===== src/rtl/tdm_rx_pkg.sv =====
package tdm_rx_pkg;

    localparam int DEF_STREAMS = 4;
    localparam int DEF_CHANS   = 32;
    localparam int DEF_BITS    = 8;

    // Position of the clock period inside a bit cell
    typedef enum logic {
        HALF_EARLY = 1'b0,
        HALF_LATE  = 1'b1
    } half_e;

endpackage


===== src/rtl/tdm_rx_timer.sv =====
module tdm_rx_timer
    import tdm_rx_pkg::*;
#(
    parameter int CHANS = DEF_CHANS,
    parameter int BITS  = DEF_BITS
) (
    input  logic                     clk_i,
    input  logic                     rst_ni,
    input  logic                     frame_ni,
    output logic [$clog2(CHANS)-1:0] chan_o,
    output logic [$clog2(BITS)-1:0]  bit_o,
    output logic                     half_o,
    output logic                     sample_o,
    output logic                     last_o,
    output logic                     locked_o
);
    localparam int CW = $clog2(CHANS);
    localparam int PW = $clog2(BITS);
    localparam int TW = CW + PW + 1;
    localparam logic [TW-1:0] LAST_CNT = TW'(CHANS * BITS * 2 - 1);
    localparam logic [PW-1:0] TOP_BIT  = PW'(BITS - 1);

    // cnt layout: [0] half cell, [PW:1] bit position from MSB, upper bits channel
    typedef struct packed {
        logic [TW-1:0] cnt;
        logic          locked;
    } tmr_t;

    tmr_t s_d, s_q;
    logic [PW-1:0] pos;

    always_comb begin
        s_d = s_q;
        if (!frame_ni) begin
            s_d.cnt    = '0;
            s_d.locked = 1'b1;
        end else if (s_q.cnt == LAST_CNT) begin
            s_d.cnt = '0;
        end else begin
            s_d.cnt = s_q.cnt + 1'b1;
        end
    end

    always_ff @(posedge clk_i or negedge rst_ni) begin
        if (!rst_ni) begin
            s_q <= '0;
        end else begin
            s_q <= s_d;
        end
    end

    assign pos      = s_q.cnt[PW:1];
    assign chan_o   = s_q.cnt[TW-1:PW+1];
    assign bit_o    = TOP_BIT - pos;
    assign half_o   = s_q.cnt[0];
    assign sample_o = (s_q.cnt[0] == HALF_LATE);
    assign last_o   = sample_o && (pos == TOP_BIT);
    assign locked_o = s_q.locked;

endmodule


===== src/rtl/tdm_rx_deser.sv =====
module tdm_rx_deser
    import tdm_rx_pkg::*;
#(
    parameter int BITS = DEF_BITS
) (
    input  logic            clk_i,
    input  logic            rst_ni,
    input  logic            sample_i,
    input  logic            rx_i,
    output logic [BITS-1:0] byte_o
);
    // Only BITS-1 bits are stored; the final bit is merged on the fly
    logic [BITS-2:0] sh_d, sh_q;

    assign byte_o = {sh_q, rx_i};

    always_comb begin
        sh_d = sh_q;
        if (sample_i) begin
            sh_d = byte_o[BITS-2:0];
        end
    end

    always_ff @(posedge clk_i or negedge rst_ni) begin
        if (!rst_ni) begin
            sh_q <= '0;
        end else begin
            sh_q <= sh_d;
        end
    end

endmodule


===== src/rtl/tdm_rx_writer.sv =====
module tdm_rx_writer
    import tdm_rx_pkg::*;
#(
    parameter int STREAMS = DEF_STREAMS,
    parameter int CHANS   = DEF_CHANS,
    parameter int BITS    = DEF_BITS
) (
    input  logic                                      clk_i,
    input  logic                                      rst_ni,
    input  logic                                      capture_i,
    input  logic [$clog2(CHANS)-1:0]                  chan_i,
    input  logic [STREAMS-1:0][BITS-1:0]              bytes_i,
    output logic                                      we_o,
    output logic [$clog2(STREAMS)+$clog2(CHANS)-1:0]  addr_o,
    output logic [BITS-1:0]                           wdata_o
);
    localparam int SW = $clog2(STREAMS);
    localparam int CW = $clog2(CHANS);
    localparam logic [SW-1:0] LAST_STRM = SW'(STREAMS - 1);

    typedef struct packed {
        logic [STREAMS-1:0][BITS-1:0] hold;
        logic [CW-1:0]                chan;
        logic [SW-1:0]                strm;
        logic                         busy;
    } wr_t;

    wr_t w_d, w_q;

    always_comb begin
        w_d = w_q;
        if (capture_i) begin
            w_d.hold = bytes_i;
            w_d.chan = chan_i;
            w_d.strm = '0;
            w_d.busy = 1'b1;
        end else if (w_q.busy) begin
            if (w_q.strm == LAST_STRM) begin
                w_d.busy = 1'b0;
            end else begin
                w_d.strm = w_q.strm + 1'b1;
            end
        end
    end

    always_ff @(posedge clk_i or negedge rst_ni) begin
        if (!rst_ni) begin
            w_q <= '0;
        end else begin
            w_q <= w_d;
        end
    end

    assign we_o    = w_q.busy;
    assign addr_o  = {w_q.strm, w_q.chan};
    assign wdata_o = w_q.hold[w_q.strm];

endmodule


===== src/rtl/tdm_rx_framer.sv =====
module tdm_rx_framer
    import tdm_rx_pkg::*;
#(
    parameter int STREAMS = DEF_STREAMS,
    parameter int CHANS   = DEF_CHANS,
    parameter int BITS    = DEF_BITS
) (
    input  logic                                      clk_i,
    input  logic                                      rst_ni,
    input  logic                                      frame_ni,
    input  logic [STREAMS-1:0]                        rx_i,
    output logic                                      mem_we_o,
    output logic [$clog2(STREAMS)+$clog2(CHANS)-1:0]  mem_addr_o,
    output logic [BITS-1:0]                           mem_wdata_o,
    output logic [$clog2(CHANS)-1:0]                  slot_chan_o,
    output logic [$clog2(BITS)-1:0]                   slot_bit_o,
    output logic                                      slot_half_o
);
    localparam int CW = $clog2(CHANS);

    logic                         sample;
    logic                         last_bit;
    logic                         locked;
    logic [CW-1:0]                chan;
    logic [STREAMS-1:0][BITS-1:0] bytes;

    tdm_rx_timer #(
        .CHANS (CHANS),
        .BITS  (BITS)
    ) i_timer (
        .clk_i    (clk_i),
        .rst_ni   (rst_ni),
        .frame_ni (frame_ni),
        .chan_o   (chan),
        .bit_o    (slot_bit_o),
        .half_o   (slot_half_o),
        .sample_o (sample),
        .last_o   (last_bit),
        .locked_o (locked)
    );

    for (genvar s = 0; s < STREAMS; s++) begin : g_lane
        tdm_rx_deser #(
            .BITS (BITS)
        ) i_deser (
            .clk_i    (clk_i),
            .rst_ni   (rst_ni),
            .sample_i (sample),
            .rx_i     (rx_i[s]),
            .byte_o   (bytes[s])
        );
    end

    tdm_rx_writer #(
        .STREAMS (STREAMS),
        .CHANS   (CHANS),
        .BITS    (BITS)
    ) i_writer (
        .clk_i     (clk_i),
        .rst_ni    (rst_ni),
        .capture_i (last_bit && locked),
        .chan_i    (chan),
        .bytes_i   (bytes),
        .we_o      (mem_we_o),
        .addr_o    (mem_addr_o),
        .wdata_o   (mem_wdata_o)
    );

    assign slot_chan_o = chan;

endmodule


===== config.mk =====
export PLATFORM = sky130hd
export DESIGN_NAME = tdm_rx_framer
export DESIGN_NICKNAME = d
export VERILOG_FILES = /design/src/rtl/tdm_rx_pkg.sv /design/src/rtl/tdm_rx_timer.sv /design/src/rtl/tdm_rx_deser.sv /design/src/rtl/tdm_rx_writer.sv /design/src/rtl/tdm_rx_framer.sv
export SDC_FILE = /design/constraint.sdc
export NUM_CORES = 1
export LEC_CHECK = 0
export BUFFER_PORTS_ARGS = -buffer_cell sky130_fd_sc_hd__clkbuf_2
export CORE_ASPECT_RATIO = 0.6
export CORE_MARGIN = 4
export CORE_UTILIZATION = 58
export DETAILED_ROUTE_END_ITERATION = 8
export GPL_TIMING_DRIVEN = 0
export MAX_ROUTING_LAYER = met4
export PLACE_DENSITY_LB_ADDON = 0.12
export SETUP_SLACK_MARGIN = 0.3
export SYNTH_ARGS = -nofsm -noshare
export SYNTH_HDL_FRONTEND = slang
export SYNTH_HIERARCHICAL = 1
export SYNTH_SLANG_ARGS = --single-unit
export TNS_END_PERCENT = 100

===== constraint.sdc =====
create_clock -name clk_i -period 1.9 [get_ports clk_i]
set_input_delay 0.19 -clock clk_i [delete_from_list [all_inputs] [get_ports clk_i]]
set_output_delay 0.19 -clock clk_i [all_outputs]
set_load 0.1 [all_outputs]

==> metrics.yaml <==
run_status:
  outcome: "complete, no violations"
layout:
  fin_util_pct: 72.6
  nets: 275
  antenna_cells_inserted: 0
  layout-area-overhead-vs-synth_pct: 19.8
  layout-drive-gt1-share_pct: 59.1
  post_route_cell_area_sq_um: 4080
  fill_cell_count: 391
  post_layout_nonfiller_instances: 349
worst_setup_path:
  critPathCaptureType: "primary output"
  r2r_slack_ns: 0.37
  critical_path.max_fanout: 4
  start_kind: "flop"
  worst-setup-path-type: "reg -> out"
  worst-r2r-cell-count: 5
  critPathCapture: "mem_wdata_o[7]"
  setup.worst_path.start: "i_writer/addr_o[5]"
  data_arrival_time_of_the_worst_path_ns: 1.68
  timing.rr.start: "i_timer/half_o"
  worst_ep_required_time_ns: 1.71
  worst_r2r_endpoint: "i_writer/w_q[32]"
timing:
  fin_crit_sh_pct: 98.2
  post-route-min-period_ns: 1.87
  post-route-worst-setup-slack_ns: 0.0337
  slew_viol_final: 0
  timing.setup.tns_ns: 0
  hold_viol: 0
  headroom_to_the_max_slew_limit_pct: 64.0
  grt_setup_unrepaired: "true"
  holdWs_ns: 0.0638
  setup_viol: 0
  fmaxAchievable_mhz: 536
  tightestPinTransition_ns: 0.543
  finClkSkew_ns: 0.00509
clock_network:
  clk_transition_reported_paths_ns: 0.07
  clock_insertion_delay_worst_skew_ns: 0.36
  number_of_sinks_driven_by_the_clock_tree: 78
  clk_path_buf_depth: 2
  numCtsBuffers: 9
  cts_tree: "done"
  ctsHtreeMaxLevel: 3
  clock_root_buffer: "sky130_fd_sc_hd__clkbuf_8"
synthesis:
  synth.ff_latch_count: 78
  syn_std_cell_area_sq_um: 3410
  synth.net_count: 226
  synth.lib_cells_used.distinct: 25
  synth.top_cells.by_count: "sky130_fd_sc_hd__dfrtp_1, sky130_fd_sc_hd__mux2_2, sky130_fd_sc_hd__mux2_4"
  synthSimpleGateAreaFrac_pct: 4.26
  yosys_warnings: 6
  ys.flop_type: "sky130_fd_sc_hd__dfrtp_1"
  main_combinational_cell_family_by_area_after_synthesis: "multiplexers"
  synth_compound_area_share_pct: 0.881
  synth_async_sr_flop_share_pct: 100
  synthMuxAreaShare_pct: 30.1
  synth_seq_area_share_pct: 57.2
  syn-mean-instance-area_sq_um: 15.8
  synth_top_cells_by_area: "sky130_fd_sc_hd__dfrtp_1, sky130_fd_sc_hd__mux2_4, sky130_fd_sc_hd__mux2_2"
  synthesis.instances: 216
  yosys.cell_count.top_type: "sky130_fd_sc_hd__dfrtp_1"
  synth-edff-count: 0
  synth_largest_type_area_fraction_pct: 57.2
  cell_taking_the_most_area_after_synthesis: "sky130_fd_sc_hd__dfrtp_1"
  post_synthesis_adder_cell_area_fraction_pct: 1.10
  xor_and_xnor_fraction_of_the_mapped_netlist_area_pct: 1.03
global_routing:
  grt_antenna_before_repair: 0
  global_route.usage.total_pct: 20.5
  number_of_global_route_vias_before_repair: 1790
  grt_pass1_wl_um: 10100
  largest_net_degree_at_the_start_of_global_routing: 68
  globalRoute.totalOverflow: 0
power:
  ir_drop_mv: 0.701
  leakage_nw: 1.98
  clock_power_share_pct: 27.4
  power_frac_comb_pct: 19.1
  p_sw_share_pct: 26.4
  power.internal_mw: 2.90
  power.density_cell_area_nw_per_um2: 965
  total_switching_power_mw: 1.04
  power.share.sequential_pct: 53.5
  design_power_total_mw: 3.94
placed_design:
  dp.cells: 328
  dp_slack_ns: 0.219
  port_buffers: 31
  hpwl_um: 4330
  dpl-instance-area_sq_um: 3750
  gpl.final_weighted_congestion: 0.816
detailed_routing:
  vias: 1805
  route.antenna.remaining_nets: 0
  wire_per_inst_um: 17.6
  route.detailed.vias_per_inst: 5.17
  drt-initial-drc-count: 89
  wirelength_um: 6140
  route.detailed.drc: 0
  drt-pass1-iter-count: 4
die:
  fp.dieArea_sq_um: 7210
  initial_utilization_pct: 60.6
  die_width_um: 107
  core-area_sq_um: 5620
  top_level_ports: 32
  rows: 21
  die_h_um: 67.4
hold_path:
  min_path_type: "in -> reg"
run:
  max_cap_violations: 0
## power groups by stage
stage          combinational, mW  sequential, mW  clock [mW]
2_1_floorplan              0.598            2.08           0
3_3_place_gp               0.685            2.12           0
3_5_place_dp               0.717            2.14           0
4_1_cts                    0.752            2.11        1.11
5_1_grt                    0.802            2.15        1.19
6_report                   0.751            2.11        1.08
## logic make-up after synthesis
| kind of cell | after synthesis |
|---|---|
| multiplexers | 74 |
| adder cells (fa/ha/maj) | 3 |
| AND/OR/NAND/NOR | 26 |
| AO/OA/AOI/OAI | 6 |
| flip-flops | 78 |
| buffers and inverters | 25 |
| XOR/XNOR | 4 |
## flip-flops by register name (all words and copies together) (netlist names)
signal / cells
i_timer/pos: 3
i_writer/addr_o: 7
i_timer/half_o: 1
i_timer/locked_o: 1
i_writer/w_q: 32
i_timer/chan_o: 5
i_writer/we_o: 1
g_lane.i_deser/sh_q: 28
## per-layer routing
| metal | vias to the layer above | track usage, % | part of all wire, % |
|---|---|---|---|
| li1 | 856 | - | - |
| met1 | 919 | 28.6 | 51 |
| met2 | 20 | 27.9 | 44 |
| met3 | 10 | 7.16 | 3.7 |
| met4 | 0 | 7.66 | 1.6 |
| met5 | - | - | 0 |
## worst min path at each step
stage,start,depth (start not counted),slack [ns],to
final,frame_ni,2,0.06,i_timer/locked_o
after global routing,frame_ni,2,0.07,i_timer/locked_o
after CTS,frame_ni,2,0.03,i_timer/locked_o
after detailed placement,rst_ni,1,0.07,i_writer/w_q[15]
after global placement,frame_ni,2,0.40,i_timer/locked_o
after floorplan,rst_ni,0,-0.11,g_lane[0].i_deser/sh_q[0]
## area by class of cell
| type | instances | area [sq um] | share of cell area, % |
|---|---|---|---|
| buffer | 22 | 204 | 4.99 |
| inverter | 3 | 15.0 | 0.368 |
| multi-input combinational | 113 | 1300 | 31.9 |
| clock buffer | 14 | 163 | 3.98 |
| sequential | 78 | 1960 | 48.1 |
| clock inverter | 1 | 5.00 | 0.123 |
| timing repair buffer | 38 | 330 | 8.09 |
| tap | 80 | 100 | 2.45 |
## placed cells by master (no fill, tap or decap), types with 2 or more instances in the layout
cell type | Yosys | final
sky130_fd_sc_hd__a21oi_1 | 3 | 3
sky130_fd_sc_hd__and2_1 | 3 | 2
sky130_fd_sc_hd__buf_4 | 12 | 17
sky130_fd_sc_hd__buf_6 | 5 | 7
sky130_fd_sc_hd__buf_8 | 0 | 8
sky130_fd_sc_hd__clkbuf_1 | 0 | 3
sky130_fd_sc_hd__clkbuf_2 | 1 | 21
sky130_fd_sc_hd__clkbuf_4 | 0 | 2
sky130_fd_sc_hd__clkbuf_8 | 0 | 11
sky130_fd_sc_hd__dfrtp_1 | 78 | 70
sky130_fd_sc_hd__dfrtp_2 | 0 | 7
sky130_fd_sc_hd__ha_1 | 3 | 2
sky130_fd_sc_hd__inv_1 | 3 | 2
sky130_fd_sc_hd__mux2_2 | 37 | 35
sky130_fd_sc_hd__mux2_4 | 28 | 30
sky130_fd_sc_hd__mux4_2 | 8 | 8
sky130_fd_sc_hd__nand2_1 | 2 | 2
sky130_fd_sc_hd__nand3_1 | 3 | 3
sky130_fd_sc_hd__nor2_1 | 8 | 7
sky130_fd_sc_hd__nor2b_1 | 2 | 2
sky130_fd_sc_hd__o21ai_0 | 3 | 3
sky130_fd_sc_hd__or3_1 | 3 | 3
sky130_fd_sc_hd__xnor2_1 | 3 | 3
## worst max-delay path, cell delays in order, from the launching register on
cell,delay (ns)
sky130_fd_sc_hd__dfrtp_1,0.41
sky130_fd_sc_hd__buf_4,0.17
sky130_fd_sc_hd__mux4_2,0.53
sky130_fd_sc_hd__buf_8,0.19
## timing repair
item | in CTS | in global routing
gates cloned | 1 | 0
resized for setup | 19 | 17
pin swaps | 0 | 1
hold buffers | 1 | 0
hold endpoints to repair | 11 | 0
buffers inserted | 2 | 2
endpoints found under the setup margin | 9 | 52
Power figures use the tool's default switching activity.
